`config.mk`:
```
export PLATFORM = sky130hd
export DESIGN_NAME = grp_irq_expander
export DESIGN_NICKNAME = d
export VERILOG_FILES = /design/src/rtl/ie_pkg.sv /design/src/rtl/ie_prio_pick.sv /design/src/rtl/ie_group.sv /design/src/rtl/ie_cpu_stage.sv /design/src/rtl/grp_irq_expander.sv
export SDC_FILE = /design/constraint.sdc
export NUM_CORES = 1
export LEC_CHECK = 0
export BUFFER_PORTS_ARGS = -buffer_cell sky130_fd_sc_hd__buf_2
export CAP_MARGIN = 20
export CORE_MARGIN = 1.5
export CORE_UTILIZATION = 50
export CTS_BUF_LIST = sky130_fd_sc_hd__clkbuf_16
export DETAILED_ROUTE_END_ITERATION = 16
export PLACE_DENSITY = 0.71
export SYNTH_ARGS = -nofsm -noshare
export SYNTH_HDL_FRONTEND = slang
export SYNTH_SLANG_ARGS = --single-unit
```
`constraint.sdc`:
```
create_clock -name clk_i -period 3.3 [get_ports clk_i]
set_clock_uncertainty 0.05 [all_clocks]
set_input_delay 0.66 -clock clk_i [delete_from_list [all_inputs] [get_ports clk_i]]
set_output_delay 0.66 -clock clk_i [all_outputs]
set_load 0.005 [all_outputs]
```
`src/rtl/ie_pkg.sv`:
```
package ie_pkg;
  localparam int unsigned DEF_NG = 12;
  localparam int unsigned DEF_NS = 8;
  localparam int unsigned DEF_DW = 16;

  typedef enum logic [1:0] {
    BANK_FLAG = 2'd0,
    BANK_EN   = 2'd1,
    BANK_ACK  = 2'd2,
    BANK_CPU  = 2'd3
  } ie_bank_e;

  localparam logic [1:0] CPU_IDX_IFR = 2'd0;
  localparam logic [1:0] CPU_IDX_IER = 2'd1;
  localparam logic [1:0] CPU_IDX_MSK = 2'd2;
endpackage

```
`src/rtl/ie_prio_pick.sv`:
```
module ie_prio_pick #(
  parameter int unsigned N  = 8,
  localparam int unsigned IW = (N > 1) ? $clog2(N) : 1
) (
  input  logic [N-1:0]  req_i,
  output logic [IW-1:0] idx_o,
  output logic          any_o
);
  // lowest index wins
  always_comb begin
    idx_o = '0;
    for (int i = N - 1; i >= 0; i--) begin
      if (req_i[i]) idx_o = IW'(i);
    end
  end
  assign any_o = |req_i;
endmodule

```
`src/rtl/ie_group.sv`:
```
module ie_group #(
  parameter int unsigned NS = 8,
  parameter int unsigned DW = 16
) (
  input  logic          clk_i,
  input  logic          rst_ni,
  input  logic [NS-1:0] src_i,
  input  logic          flag_wr_i,
  input  logic          en_wr_i,
  input  logic          ack_wr_i,
  input  logic [DW-1:0] wdata_i,
  input  logic [NS-1:0] fetch_clr_i,
  output logic [NS-1:0] flag_o,
  output logic [NS-1:0] en_o,
  output logic          ack_o,
  output logic          fwd_o
);
  logic [NS-1:0] src_q, flag_q, en_q, rise, flag_d;
  logic          ack_q, ack_d;

  assign rise = src_i & ~src_q;

  // hardware rise is OR-ed last so it beats a software or fetch clear
  always_comb begin
    flag_d = flag_wr_i ? wdata_i[NS-1:0] : flag_q;
    flag_d = (flag_d & ~fetch_clr_i) | rise;
  end

  assign fwd_o = (|(flag_q & en_q)) & ~ack_q;

  always_comb begin
    ack_d = ack_q;
    if (fwd_o) ack_d = 1'b1;
    else if (ack_wr_i && wdata_i[0]) ack_d = 1'b0;
  end

  always_ff @(posedge clk_i or negedge rst_ni) begin
    if (!rst_ni) begin
      src_q  <= '0;
      flag_q <= '0;
      en_q   <= '0;
      ack_q  <= 1'b0;
    end else begin
      src_q  <= src_i;
      flag_q <= flag_d;
      ack_q  <= ack_d;
      if (en_wr_i) en_q <= wdata_i[NS-1:0];
    end
  end

  assign flag_o = flag_q;
  assign en_o   = en_q;
  assign ack_o  = ack_q;

  AST_FWD_SETS_ACK: assert property (@(posedge clk_i) disable iff (!rst_ni)
    fwd_o |=> ack_o);
  AST_ACK_HOLDS: assert property (@(posedge clk_i) disable iff (!rst_ni)
    (ack_o && !(ack_wr_i && wdata_i[0])) |=> ack_o);

  for (genvar k = 0; k < NS; k++) begin : g_chk
    AST_RISE_LATCHES: assert property (@(posedge clk_i) disable iff (!rst_ni)
      $rose(src_i[k]) |=> flag_o[k]);
  end
endmodule

```
`src/rtl/ie_cpu_stage.sv`:
```
module ie_cpu_stage #(
  parameter int unsigned NG = 12,
  parameter int unsigned DW = 16
) (
  input  logic          clk_i,
  input  logic          rst_ni,
  input  logic [NG-1:0] set_i,
  input  logic [NG-1:0] clr_i,
  input  logic          ifr_wr_i,
  input  logic          ier_wr_i,
  input  logic          msk_wr_i,
  input  logic [DW-1:0] wdata_i,
  output logic [NG-1:0] ifr_o,
  output logic [NG-1:0] ier_o,
  output logic          msk_o,
  output logic          irq_o
);
  logic [NG-1:0] ifr_q, ier_q, ifr_d;
  logic          msk_q;

  always_comb begin
    ifr_d = ifr_wr_i ? wdata_i[NG-1:0] : ifr_q;
    ifr_d = (ifr_d & ~clr_i) | set_i;
  end

  always_ff @(posedge clk_i or negedge rst_ni) begin
    if (!rst_ni) begin
      ifr_q <= '0;
      ier_q <= '0;
      msk_q <= 1'b0;
    end else begin
      ifr_q <= ifr_d;
      if (ier_wr_i) ier_q <= wdata_i[NG-1:0];
      if (msk_wr_i) msk_q <= wdata_i[0];
    end
  end

  assign ifr_o = ifr_q;
  assign ier_o = ier_q;
  assign msk_o = msk_q;
  assign irq_o = (|(ifr_q & ier_q)) & ~msk_q;

  AST_TAKE_CLEARS: assert property (@(posedge clk_i) disable iff (!rst_ni)
    ((clr_i != '0) && (set_i == '0) && !ifr_wr_i) |=> ((ifr_o & $past(clr_i)) == '0));
  AST_MASK_HOLD: assert property (@(posedge clk_i) disable iff (!rst_ni)
    (msk_o && !msk_wr_i) |=> !irq_o);
endmodule

```
`src/rtl/grp_irq_expander.sv`:
```
module grp_irq_expander
  import ie_pkg::*;
#(
  parameter int unsigned NG = DEF_NG,
  parameter int unsigned NS = DEF_NS,
  parameter int unsigned DW = DEF_DW,
  localparam int unsigned IDX_W = $clog2(NG),
  localparam int unsigned AW    = IDX_W + 2,
  localparam int unsigned GW    = $clog2(NG + 1),
  localparam int unsigned SW    = (NS > 1) ? $clog2(NS) : 1
) (
  input  logic             clk_i,
  input  logic             rst_ni,
  input  logic [NG*NS-1:0] irq_i,
  input  logic             reg_wr_i,
  input  logic [AW-1:0]    reg_addr_i,
  input  logic [DW-1:0]    reg_wdata_i,
  output logic [DW-1:0]    reg_rdata_o,
  input  logic             cpu_take_i,
  output logic             cpu_irq_o,
  output logic             vec_valid_o,
  output logic [GW-1:0]    vec_grp_o,
  output logic [SW-1:0]    vec_src_o
);
  ie_bank_e             bank;
  logic [IDX_W-1:0]     gsel;
  logic                 gsel_ok;
  logic [NG-1:0][NS-1:0] flag_arr, en_arr, clr_arr;
  logic [NG-1:0]        ack_vec, grp_fwd, cpu_ifr, cpu_ier, cpu_clr;
  logic                 cpu_msk, take;
  logic [IDX_W-1:0]     win_g;
  logic                 win_any;
  logic [NS-1:0]        pend_src;
  logic [SW-1:0]        src_idx;
  logic                 src_any;

  assign bank    = ie_bank_e'(reg_addr_i[AW-1 -: 2]);
  assign gsel    = reg_addr_i[IDX_W-1:0];
  assign gsel_ok = ({1'b0, gsel} < (IDX_W+1)'(NG));

  ie_prio_pick #(.N(NG)) u_grp_pick (
    .req_i (cpu_ifr & cpu_ier),
    .idx_o (win_g),
    .any_o (win_any)
  );

  assign pend_src = flag_arr[win_g] & en_arr[win_g];

  ie_prio_pick #(.N(NS)) u_src_pick (
    .req_i (pend_src),
    .idx_o (src_idx),
    .any_o (src_any)
  );

  assign take = cpu_take_i & cpu_irq_o;

  for (genvar g = 0; g < NG; g++) begin : g_grp
    logic sel;
    assign sel = gsel_ok && (gsel == IDX_W'(g)) && reg_wr_i;
    assign clr_arr[g] = (take && src_any && (win_g == IDX_W'(g)))
                        ? (NS'(1) << src_idx) : '0;

    ie_group #(.NS(NS), .DW(DW)) u_group (
      .clk_i       (clk_i),
      .rst_ni      (rst_ni),
      .src_i       (irq_i[g*NS +: NS]),
      .flag_wr_i   (sel && (bank == BANK_FLAG)),
      .en_wr_i     (sel && (bank == BANK_EN)),
      .ack_wr_i    (sel && (bank == BANK_ACK)),
      .wdata_i     (reg_wdata_i),
      .fetch_clr_i (clr_arr[g]),
      .flag_o      (flag_arr[g]),
      .en_o        (en_arr[g]),
      .ack_o       (ack_vec[g]),
      .fwd_o       (grp_fwd[g])
    );
  end

  assign cpu_clr = take ? (NG'(1) << win_g) : '0;

  logic cpu_wr;
  assign cpu_wr = reg_wr_i && (bank == BANK_CPU);

  ie_cpu_stage #(.NG(NG), .DW(DW)) u_cpu (
    .clk_i    (clk_i),
    .rst_ni   (rst_ni),
    .set_i    (grp_fwd),
    .clr_i    (cpu_clr),
    .ifr_wr_i (cpu_wr && (reg_addr_i[1:0] == CPU_IDX_IFR)),
    .ier_wr_i (cpu_wr && (reg_addr_i[1:0] == CPU_IDX_IER)),
    .msk_wr_i (cpu_wr && (reg_addr_i[1:0] == CPU_IDX_MSK)),
    .wdata_i  (reg_wdata_i),
    .ifr_o    (cpu_ifr),
    .ier_o    (cpu_ier),
    .msk_o    (cpu_msk),
    .irq_o    (cpu_irq_o)
  );

  assign vec_valid_o = take;
  assign vec_grp_o   = GW'(win_g) + GW'(1);
  assign vec_src_o   = src_idx;

  always_comb begin
    reg_rdata_o = '0;
    unique case (bank)
      BANK_FLAG: if (gsel_ok) reg_rdata_o[NS-1:0] = flag_arr[gsel];
      BANK_EN:   if (gsel_ok) reg_rdata_o[NS-1:0] = en_arr[gsel];
      BANK_ACK:  if (gsel_ok) reg_rdata_o[0]      = ack_vec[gsel];
      BANK_CPU: begin
        if (reg_addr_i[1:0] == CPU_IDX_IFR) reg_rdata_o[NG-1:0] = cpu_ifr;
        else if (reg_addr_i[1:0] == CPU_IDX_IER) reg_rdata_o[NG-1:0] = cpu_ier;
        else if (reg_addr_i[1:0] == CPU_IDX_MSK) reg_rdata_o[0] = cpu_msk;
      end
      default: reg_rdata_o = '0;
    endcase
  end

  AST_FWD_REACHES_CPU: assert property (@(posedge clk_i) disable iff (!rst_ni)
    (grp_fwd != '0) |=> ((cpu_ifr & $past(grp_fwd)) == $past(grp_fwd)));
  AST_VEC_RANGE: assert property (@(posedge clk_i) disable iff (!rst_ni)
    vec_valid_o |-> ((vec_grp_o != '0) && (int'(vec_grp_o) <= NG) && win_any));
  AST_CLR_ONEHOT: assert property (@(posedge clk_i) disable iff (!rst_ni)
    $onehot0(cpu_clr));
endmodule

```
-- After elaboration in Yosys (flattened, before gate mapping)
Index checks and enable logic that the tools add are counted.
W data, S select, Z words.
- memory bits (read-only): 0
- flip-flop bits (word level): 325
- word-level logic and storage cells: 397
- bits in latches: 0
- memories: 0
- memory bits (writable): 0
- output and inout port bits: 25
- input port bits: 122
- equal/unequal tests: 27
- magnitude comparators: 3
- multiplexer cells: 90
- shift operators: 2
- add/subtract/negate cells: 1
- div/mod/pow operators: 0
- bitwise operators: 104
- multipliers: 0
- reduce and logical (&&, ||, !) cells: 119
- operators by type and width (operator ; count):
    $and A8 B8 Y8 ; 37
    $mux W8 ; 30
    $not A8 Y8 ; 24
    $bmux W8 S4 ; 4
    $reduce_or A8 Y1 ; 13
    $or A8 B8 Y8 ; 12
    $logic_and A1 B1 Y1 ; 89
    $mux W4 ; 13
    $mux W12 ; 3
    $eq A4 B3 Y1 const B ; 8
    $eq A4 B4 Y1 const B ; 8
    $mux W1 ; 28
    $and A12 B12 Y12 ; 2
    $mux W3 ; 8
    $reduce_bool A2 Y1 ; 12
    $pmux W7 S3 ; 1
    $eq A4 B2 Y1 const B ; 4
    $and A1 B1 Y1 ; 14
    $not A1 Y1 ; 13
    $not A12 Y12 ; 1
    $or A12 B12 Y12 ; 1
    $reduce_or A12 Y1 ; 1
    $shl A1 B4 Y12 const A ; 1
    $mux W11 ; 1
    other kinds (11) ; 18

-- Longest topological paths before layout
Gate-level depths: netlist of the first run.
- word-level depth: 29
- gate-level depth with buffers: 18
- mapped depth without buffers: 12

-- By module
A second synthesis of the first run with hierarchy kept.
- cells, all modules: 1519
- area, all modules: 16905.0 sq um
- by module, submodules not included (module ; area an instance (sq um) ; cells an instance ; sequential area each (sq um) ; instances):
    ie_group ; 958.4 ; 67 ; 625.6 ; 12
    grp_irq_expander ; 4134.0 ; 609 ; 0.0 ; 1
    ie_cpu_stage ; 1059.8 ; 71 ; 625.6 ; 1
    ie_prio_pick (u_grp_pick) ; 128.9 ; 22 ; 0.0 ; 1
    ie_prio_pick (u_src_pick) ; 81.3 ; 13 ; 0.0 ; 1

-- Worst setup path before layout of the first run
OpenSTA, ideal clock, no wires.
- path type: reg-to-output
- start point: register u_cpu.ifr_q[7], in the netlist u_cpu.ifr_o[7]
- end point: output vec_src_o[2]
- buffers on the path: 4
- arrival time: 2841 ps
- required time: 2590 ps
- cell stages (with the launch flop): 15
- slack: -251 ps
- path through: dfrtp_1 -> a22o_1 -> buf_6 -> a211oi_4 -> nor2_2 -> inv_2 -> buf_6 -> mux2i_1 -> o22ai_1 -> or4_1 -> o221ai_1 -> or2_1 -> buf_2 -> clkbuf_1 -> a31oi_1
- longest elaborated chain between the ends: 20
- elaborated cells on any way between the ends: 22
- classes of those cells: mux: 20; bitwise: 2
- RTL lines (element ; line ; text):
    start: declaration ; ie_cpu_stage.sv:18 ; logic [NG-1:0] ifr_q, ier_q, ifr_d;
    start signal: assignment ; ie_cpu_stage.sv:32 ; ifr_q <= ifr_d;
    $and A12 B12 Y12 (*) ; grp_irq_expander.sv:42 ; .req_i (cpu_ifr & cpu_ier),
    $mux W4 (*) (8 in a row) ; ie_prio_pick.sv:13 ; if (req_i[i]) idx_o = IW'(i);
    $bmux W8 S4 ; grp_irq_expander.sv:47 ; assign pend_src = flag_arr[win_g] & en_arr[win_g];
    $mux W8 (not written as such) ; grp_irq_expander.sv:47 ;
    $and A8 B8 Y8 (*) ; grp_irq_expander.sv:47 ;
    $mux W3 (7 in a row) ; ie_prio_pick.sv:13 ;
    $mux W3 (*) ; ie_prio_pick.sv:13 ;
    end: declaration ; grp_irq_expander.sv:23 ; output logic [SW-1:0] vec_src_o
Mark *: on every way between the ends. The rest lies on a longest branch, timed or not. The select of a mux whose other input is x is not followed.

-- Worst setup path in the final report of the first run
- start point: register u_cpu.ier_q[7], in the netlist u_cpu.ier_o[7]
- end point: output vec_src_o[1]
- longest elaborated chain between the ends: 20
- elaborated cells on any way between the ends: 22
- classes of those cells: mux: 20; bitwise: 2
- RTL lines (element ; line ; text):
    start: declaration ; ie_cpu_stage.sv:18 ;
    start signal: assignment ; ie_cpu_stage.sv:33 ; if (ier_wr_i) ier_q <= wdata_i[NG-1:0];
    $and A12 B12 Y12 (*) ; grp_irq_expander.sv:42 ;
    $mux W4 (*) (8 in a row) ; ie_prio_pick.sv:13 ;
    $bmux W8 S4 ; grp_irq_expander.sv:47 ;
    $mux W8 (not written as such) ; grp_irq_expander.sv:47 ;
    $and A8 B8 Y8 (*) ; grp_irq_expander.sv:47 ;
    $mux W3 (7 in a row) ; ie_prio_pick.sv:13 ;
    $mux W3 (*) ; ie_prio_pick.sv:13 ;
Marked as above.

==> metrics.txt, run 1 <==
TritonRoute pass-1 iters=5; starting density of the core=50.6%; critical path's top delay family=simple AND/OR/NAND/NOR gates; sequential element share of the synthesized area=48.1%; number of nets in the finished design=2,026; CP max stage cell=sky130_fd_sc_hd__or4_4; Final Hold Slack=0.0668 ns; H-tree lvl count=2; outcome=finished with violations; y dimension of the die=187 um; CP Capture Point=vec_src_o[1]; reg2reg end=g_grp[6].u_group.flag_o[7]$_DFF_PN0_; routed vias/inst=6.42; maximum count of clock buffers along a single path=3; post-synthesis average cell area=about 11 sq um; arrival time at the worst endpoint=3.38 ns; cell row count=67; number of library cell types mapped by synthesis=68; synthesis warning total=0; first-pass GRT wire length=97.4 mm; antenna violations before repair=1; vias in the first global route=15,200; total congestion overflow after global routing=0; unrepaired setup endpoints after global routing=yes; max-cap violation count=0; most used cells in the layout excluding fill and tap cells=320 x sky130_fd_sc_hd__dfrtp_1, 205 x sky130_fd_sc_hd__buf_4, 142 x sky130_fd_sc_hd__nand2_1; slowest cell delay on critical path=0.54 ns; share of layout cells above drive strength 1=39.0%; fin crit share=124%; width of the die=187 um; DRC Markers=0; depth of the most critical reg-to-reg path=22; commonest non-fill, non-tap cell in the layout=sky130_fd_sc_hd__dfrtp_1; CTS tree=done; number of routed nets with antenna violations=0; Max Transition Viols Final=0; ports placed on the boundary=147; required time at the worst-slack endpoint=2.59 ns; DRT Wirelength=66.8 mm; critical path depth in cells=13; Max Freq=between 200 and 250 MHz; worst reg2reg setup slack=-0.74 ns; synthesized instance count=1,558; number of synthesized register bits=~330; failing checks=setup timing; WS Path Type=reg2out; HPWL after DPL=48.7 mm; Mapped Area=~0.017 sq mm; Worst setup EP type=output pin; GRT Total Usage=a little under two fifths; detailed-route wire length per cell=28.2 um; Finish-stage setup viols=28; fin crit period=4.09 ns; gp weighted congestion=1.01; Clock Sinks=between 300 and 400; pin count of the biggest net entering global routing=87; Syn-to-layout area delta=29.5%; count of buffering cells on the critical path with inverters included=4; transition time at the pin with the least slew margin=1.00 ns; clock root buffer=sky130_fd_sc_hd__clkbuf_16; CP Max Fanout=6; startpoint type of the worst setup path=flip-flop; leak pwr=9.78 nW; CTS buffer count=36; reg2reg start=u_cpu.ier_o[7]$_DFFE_PN0P_; EDFF count, synth=0; DR vias=15,200; initial DRC count=1,673; Crit. Startpoint=u_cpu.ier_o[7]$_DFFE_PN0P_; number of hold violations in the final report=0; later-pin clock latency in the skew report=0.55 ns; class of the worst hold path=in2async; placeable core region=0.0334 sq mm; least setup slack across all paths after layout=-0.785 ns; Cell Pwr Density=972 mW/mm^2; Cell Area, Placed=0.0197 sq mm; worst-path cell chain=a22o_4 -> a211oi_4 -> nor2_4 -> buf_4 -> buf_2 -> nor2_1 -> nor3_2 -> or4_4 -> o221ai_4 -> buf_4 -> a21oi_1 -> nor2_1 -> buf_2; utilization after layout=between 60% and 70%; clock transition at the registers of the reported paths=~0.060 ns; worst max-slew margin expressed relative to the limit=32.9%; Die Outline Area=0.0349 sq mm; async set-or-reset flop fraction in the synthesized netlist=100%; total non-filler cell area in the finished layout=0.0219 sq mm; peak ir drop on the vdd network=0.859 mV; Port Buffer Count=138; dominant synthesized flop cell=sky130_fd_sc_hd__dfrtp_1
[area by class of cell]
cell class                 instances  area (sq um)
antenna                            1          2.50
clock buffer                      36           901
timing repair buffer             391          3020
tap                              448           561
multi-input combinational       1030          8690
fill                            2591         11600
inverter                         114           435
clock inverter                    21           149
sequential                       325          8140
[Yosys cell counts, drive strengths merged, types with 5 or more instances]
| library cell | count | area share (%) |
|---|---|---|
| dfrtp | 325 | 48 |
| nand2 | 144 | 3.2 |
| mux2 | 119 | 7.9 |
| inv | 114 | 2.5 |
| mux2i | 95 | 5.6 |
| o21ai | 86 | 2.6 |
| nor2 | 68 | 1.5 |
| clkbuf | 64 | 1.4 |
| o221ai | 63 | 3.3 |
| nor3 | 53 | 1.9 |
| mux4 | 52 | 6.9 |
| a21oi | 49 | 1.4 |
| o22ai | 47 | 1.7 |
| nand2b | 45 | 1.7 |
| buf | 30 | 1.1 |
| or3 | 24 | 0.89 |
| a22oi | 23 | 1.1 |
| nand3 | 15 | 0.44 |
| a31oi | 13 | 0.52 |
| and3 | 10 | 0.37 |
| nand4 | 10 | 0.37 |
| a22o | 9 | 0.47 |
| or2 | 9 | 0.33 |
| a211oi | 8 | 0.43 |
| o211ai | 8 | 0.44 |
| a221oi | 7 | 0.36 |
| nor3b | 7 | 0.31 |
| ha | 6 | 0.44 |
| a21o | 5 | 0.22 |
| and2 | 5 | 0.18 |
[power breakdown]
part | total [mW] | internal, mW | switching (mW)
registers | 4.98 | 4.46 | 0.524
logic | 12.5 | 5.88 | 6.67
clock network | 3.75 | 2.06 | 1.68
[routing by layer]
metal	GRT usage [%]	part of all wire, %	vias to the layer above
li1	-	-	6386
met1	52.5	41	7719
met2	58.6	45	895
met3	7.71	9.8	180
met4	14.5	4.4	0
met5	0	0	-
[state kept, by name (all words and copies together), names as in the netlist]
register              count
g_grp.u_group.ack_o      12
g_grp.u_group.en_o       96
g_grp.u_group.flag_o     96
g_grp.u_group.src_q      96
u_cpu.ier_o              12
u_cpu.ifr_o              12
u_cpu.msk_o               1
[worst register-to-register path: stages (launching register included)]
cell                       delay (ns)
sky130_fd_sc_hd__dfrtp_2         0.43
sky130_fd_sc_hd__a22o_1          0.19
sky130_fd_sc_hd__a31oi_2         0.04
sky130_fd_sc_hd__buf_4           0.17
sky130_fd_sc_hd__o211a_4         0.29
sky130_fd_sc_hd__buf_6           0.15
sky130_fd_sc_hd__or3_4           0.35
sky130_fd_sc_hd__o211a_1         0.14
sky130_fd_sc_hd__or4_4           0.45
sky130_fd_sc_hd__nand2_1         0.08
sky130_fd_sc_hd__o211ai_1        0.09
sky130_fd_sc_hd__buf_4           0.17
sky130_fd_sc_hd__buf_4           0.13
sky130_fd_sc_hd__buf_6           0.10
sky130_fd_sc_hd__buf_6           0.10
sky130_fd_sc_hd__buf_6           0.10
sky130_fd_sc_hd__buf_6           0.10
sky130_fd_sc_hd__buf_6           0.10
sky130_fd_sc_hd__buf_6           0.12
sky130_fd_sc_hd__buf_12          0.12
sky130_fd_sc_hd__buf_16          0.15
sky130_fd_sc_hd__nor3_4          0.18
sky130_fd_sc_hd__o22ai_1         0.11
[worst min path at each step]
stage | startpoint | endpoint | slack [ns] | cells past startpoint
5_1_grt | rst_ni | g_grp[5].u_group.src_q[5]$_DFF_PN0_ | 0.11 | 1
4_1_cts | rst_ni | g_grp[4].u_group.src_q[5]$_DFF_PN0_ | 0.09 | 1
3_3_place_gp | g_grp[4].u_group.src_q[5]$_DFF_PN0_ | g_grp[4].u_group.flag_o[5]$_DFF_PN0_ | 0.34 | 1
6_report | rst_ni | g_grp[6].u_group.src_q[5]$_DFF_PN0_ | 0.07 | 1
3_5_place_dp | g_grp[8].u_group.src_q[3]$_DFF_PN0_ | g_grp[8].u_group.flag_o[3]$_DFF_PN0_ | 0.35 | 1
2_1_floorplan | rst_ni | g_grp[0].u_group.ack_o$_DFFE_PN0P_ | 0.31 | 0
[metrics by stage]
stage	setup TNS, ns	cells	setup WS (ns)	total power [mW]
after floorplan	-0.200	1561	-0.101	9.29
after global placement	-13.66	2275	-0.389	13.7
after detailed placement	-15.10	2275	-0.407	13.8
after CTS	-5.55	2342	-0.739	18.6
after global routing	-22.46	2365	-0.877	21.9
final	-18.81	2366	-0.785	21.3
[cell families after synthesis]
logic type | Yosys count | share of synthesized area, %
AOI/OAI and AO/OA | 343 | 13.9
and+or+nand+nor | 409 | 12.1
adders and majority gates | 6 | 0.444
DFF | 325 | 48.1
muxes | 266 | 20.5
other | 1 | 0.0222
buffers and inverters | 208 | 5.02
[what timing repair did]
item | 4_1_cts | 5_1_grt
hold buffers | 0 | 0
gates cloned | 2 | 6
pin swaps | 10 | 29
setup buffers | 8 | 20
resized for setup | 66 | 131
endpoints found under the setup margin | 81 | 87
No activity file was read; power rests on OpenSTA's default activity.
==> inputs of run 2 (changes only) <==
CORE_MARGIN = not set   (was 1.5)
CORE_UTILIZATION = 55   (was 50)
PLACE_DENSITY = 0.77   (was 0.71)
==> run 2 against run 1 <==
Effect of this change:
- sequential cell count unchanged
- global-route usage rose by 3.4 points
- die area shrank 10%
- clock power rose by 5.3%
- worst hold slack worse by 0.029 ns
- fmax shrank 1.0%
- power down 7.1%
- via count grew 0.82%
- the flow still finishes with violations (setup timing)
- count of clock-buffer cells in the layout grew 2
- final area fell by 1.3%
- sequential power is essentially flat
- critical path depth is 1 higher
- critical endpoint unchanged
==> metrics.txt, run 2 (synthesis results as in run 1) <==
outcome=finished with violations; failing checks=setup timing; Worst setup EP type=output pin; DRT Wirelength=64.3 mm (-3.7%); placeable core region=0.0300 sq mm (-10%); transition time at the pin with the least slew margin=1.10 ns (+0.0988 ns); total congestion overflow after global routing=0 (unchanged); fin crit period=4.13 ns (+0.0425 ns); utilization after layout=72.2% (+6.7 points); first-pass GRT wire length=93.9 mm (-3.6%); CP max stage cell=sky130_fd_sc_hd__or4_1; startpoint type of the worst setup path=flip-flop; Die Outline Area=0.0315 sq mm (-10%); later-pin clock latency in the skew report=0.55 ns (about the same); DR vias=15,300 (+0.82%); CP Max Fanout=5 (-1); peak ir drop on the vdd network=1.19 mV (+38%); routed vias/inst=6.67 (+4.0%); # hold bufs at CTS=0 (unchanged); GRT Total Usage=41.1% (+3.4 points); Port Buffer Count=138 (unchanged); Finish-stage setup viols=63 (+130%); unrepaired setup endpoints after global routing=yes; Cell Area, Placed=0.0194 sq mm (-1.5%); ports placed on the boundary=147 (unchanged); count of non-filler cells in the finished layout=2,294 (-3.0%); TritonRoute pass-1 iters=8 (+3); Clock Sinks=325 (unchanged); detailed-route wire length per cell=28.0 um (-0.69%); pin count of the biggest net entering global routing=102 (+17%); Cell Pwr Density=914 mW/mm^2 (-5.9%); commonest non-fill, non-tap cell in the layout=sky130_fd_sc_hd__dfrtp_1; starting density of the core=56.5% (+5.9 points); DRC Markers=0 (unchanged); total non-filler cell area in the finished layout=0.0216 sq mm (-1.3%); cell count after placement=2,192 (-3.6%); fin crit share=125% (+1.3 points); required time at the worst-slack endpoint=2.59 ns (about the same); number of hold violations in the final report=0 (unchanged); H-tree lvl count=2 (unchanged); HPWL after DPL=46.3 mm (-4.9%); share of layout cells above drive strength 1=37.9% (-1.0 points); cell row count=63 (-6.0%); CTS tree=done; CTS buffer count=36 (unchanged); number of nets in the finished design=2,003 (-1.1%); Max Freq=242 MHz (-1.0%); clock transition at the registers of the reported paths=0.06 ns (about the same); gp weighted congestion=1.07 (+6.4%); initial DRC count=1,893 (+13%); width of the die=177 um (-5.1%); y dimension of the die=177 um (-5.1%); Design Power=19.8 mW (-7.1%); worst max-slew margin expressed relative to the limit=26.7% (-6.2 points); arrival time at the worst endpoint=3.42 ns (+0.04 ns); Final Hold Slack=0.0377 ns (-0.0291 ns); WS Path Type=reg2out; clock root buffer=sky130_fd_sc_hd__clkbuf_16; least setup slack across all paths after layout=-0.828 ns (-0.0425 ns); slowest cell delay on critical path=0.45 ns (-0.09 ns); Syn-to-layout area delta=27.8%; max-cap violation count=0 (unchanged); leak pwr=9.73 nW (-0.48%); class of the worst hold path=in2async; number of routed nets with antenna violations=0 (unchanged); CP most frequent cell=sky130_fd_sc_hd__buf_12; vias in the first global route=15,100 (-0.41%); maximum count of clock buffers along a single path=3 (unchanged); antenna violations before repair=0 (-1); worst-path cell chain=a22o_4 -> a211oi_4 -> nor2_4 -> clkinv_4 -> buf_12 -> buf_12 -> mux2i_2 -> o22ai_1 -> or4_1 -> o221ai_2 -> buf_4 -> a21oi_2 -> nor2_2 -> buf_2; most used cells in the layout excluding fill and tap cells=321 x sky130_fd_sc_hd__dfrtp_1, 197 x sky130_fd_sc_hd__buf_4, 143 x sky130_fd_sc_hd__nand2_1; Max Transition Viols Final=0 (unchanged)
## run 2: cell types whose count changed in the layout (fill, tap and decap cells not counted), sizes merged
cell      before  now
buf          389  369
inv          125  123
or2           11   10
clkinvlp       1    4
bufinv         1    2
clkinv         8   13
## run 2: cell type report
type / count / area (sq um)
diodes: 1 / 2.50
clock buffers: 38 / 951
clock inverters: 28 / 196
fillers: 2117 / 8340
inverters: 114 / 440
multi-input cells: 1029 / 8650
flip-flops and latches: 325 / 8140
well taps: 390 / 488
repair buffers: 369 / 2750
## run 2: routing by layer
metal  share of wire (%)  GRT usage [%]
met1                  38           54.9
met2                  44           62.4
met3                  12           11.5
met4                 6.0           18.9
met5                   0              0
## run 2: repair_timing
action | CTS | global route
setup endpoints to repair | 82 | 97
pin swaps | 20 | 30
resized for setup | 120 | 54
gates cloned | 3 | 1
buffers inserted | 18 | 16
## run 2: path summary, 6_finish.rpt
check	from	end	slack, ns	cells past startpoint
max in group asynchronous	rst_ni	g_grp[11].u_group.flag_o[6]$_DFF_PN0_	2.20	2
worst max-delay path	u_cpu.ifr_o[7]$_DFF_PN0_	vec_src_o[1]	-0.83	14
min in group clk_i	irq_i[43]	g_grp[5].u_group.src_q[3]$_DFF_PN0_	0.18	1
worst min register to register	g_grp[1].u_group.src_q[3]$_DFF_PN0_	g_grp[1].u_group.flag_o[3]$_DFF_PN0_	0.35	1
worst min-delay path	rst_ni	g_grp[0].u_group.src_q[1]$_DFF_PN0_	0.04	1
worst max register to register	u_cpu.ifr_o[7]$_DFF_PN0_	g_grp[6].u_group.flag_o[6]$_DFF_PN0_	-0.50	17
## run 2: critical path: cells and delay by family (launching register included)
kind / cells / cell delay, ns
mux: 1 / 0.23
flops: 1 / 0.44
compound gates: 5 / 0.88
simple gates: 3 / 0.72
buf+inv: 5 / 0.58
## run 2: metrics by stage
| step | setup slack (ns) | TNS [ns] |
|---|---|---|
| floorplan | -0.101 | -0.200 |
| global placement | -0.413 | -17.62 |
| detailed placement | -0.496 | -17.32 |
| CTS | -0.741 | -10.37 |
| global route | -0.894 | -19.17 |
| finish | -0.828 | -13.46 |
## run 2: power breakdown
part / total [mW] / internal, mW / switching, mW
clock: 3.95 / 2.25 / 1.70
combinational: 10.8 / 4.69 / 6.15
sequential: 4.96 / 4.46 / 0.506
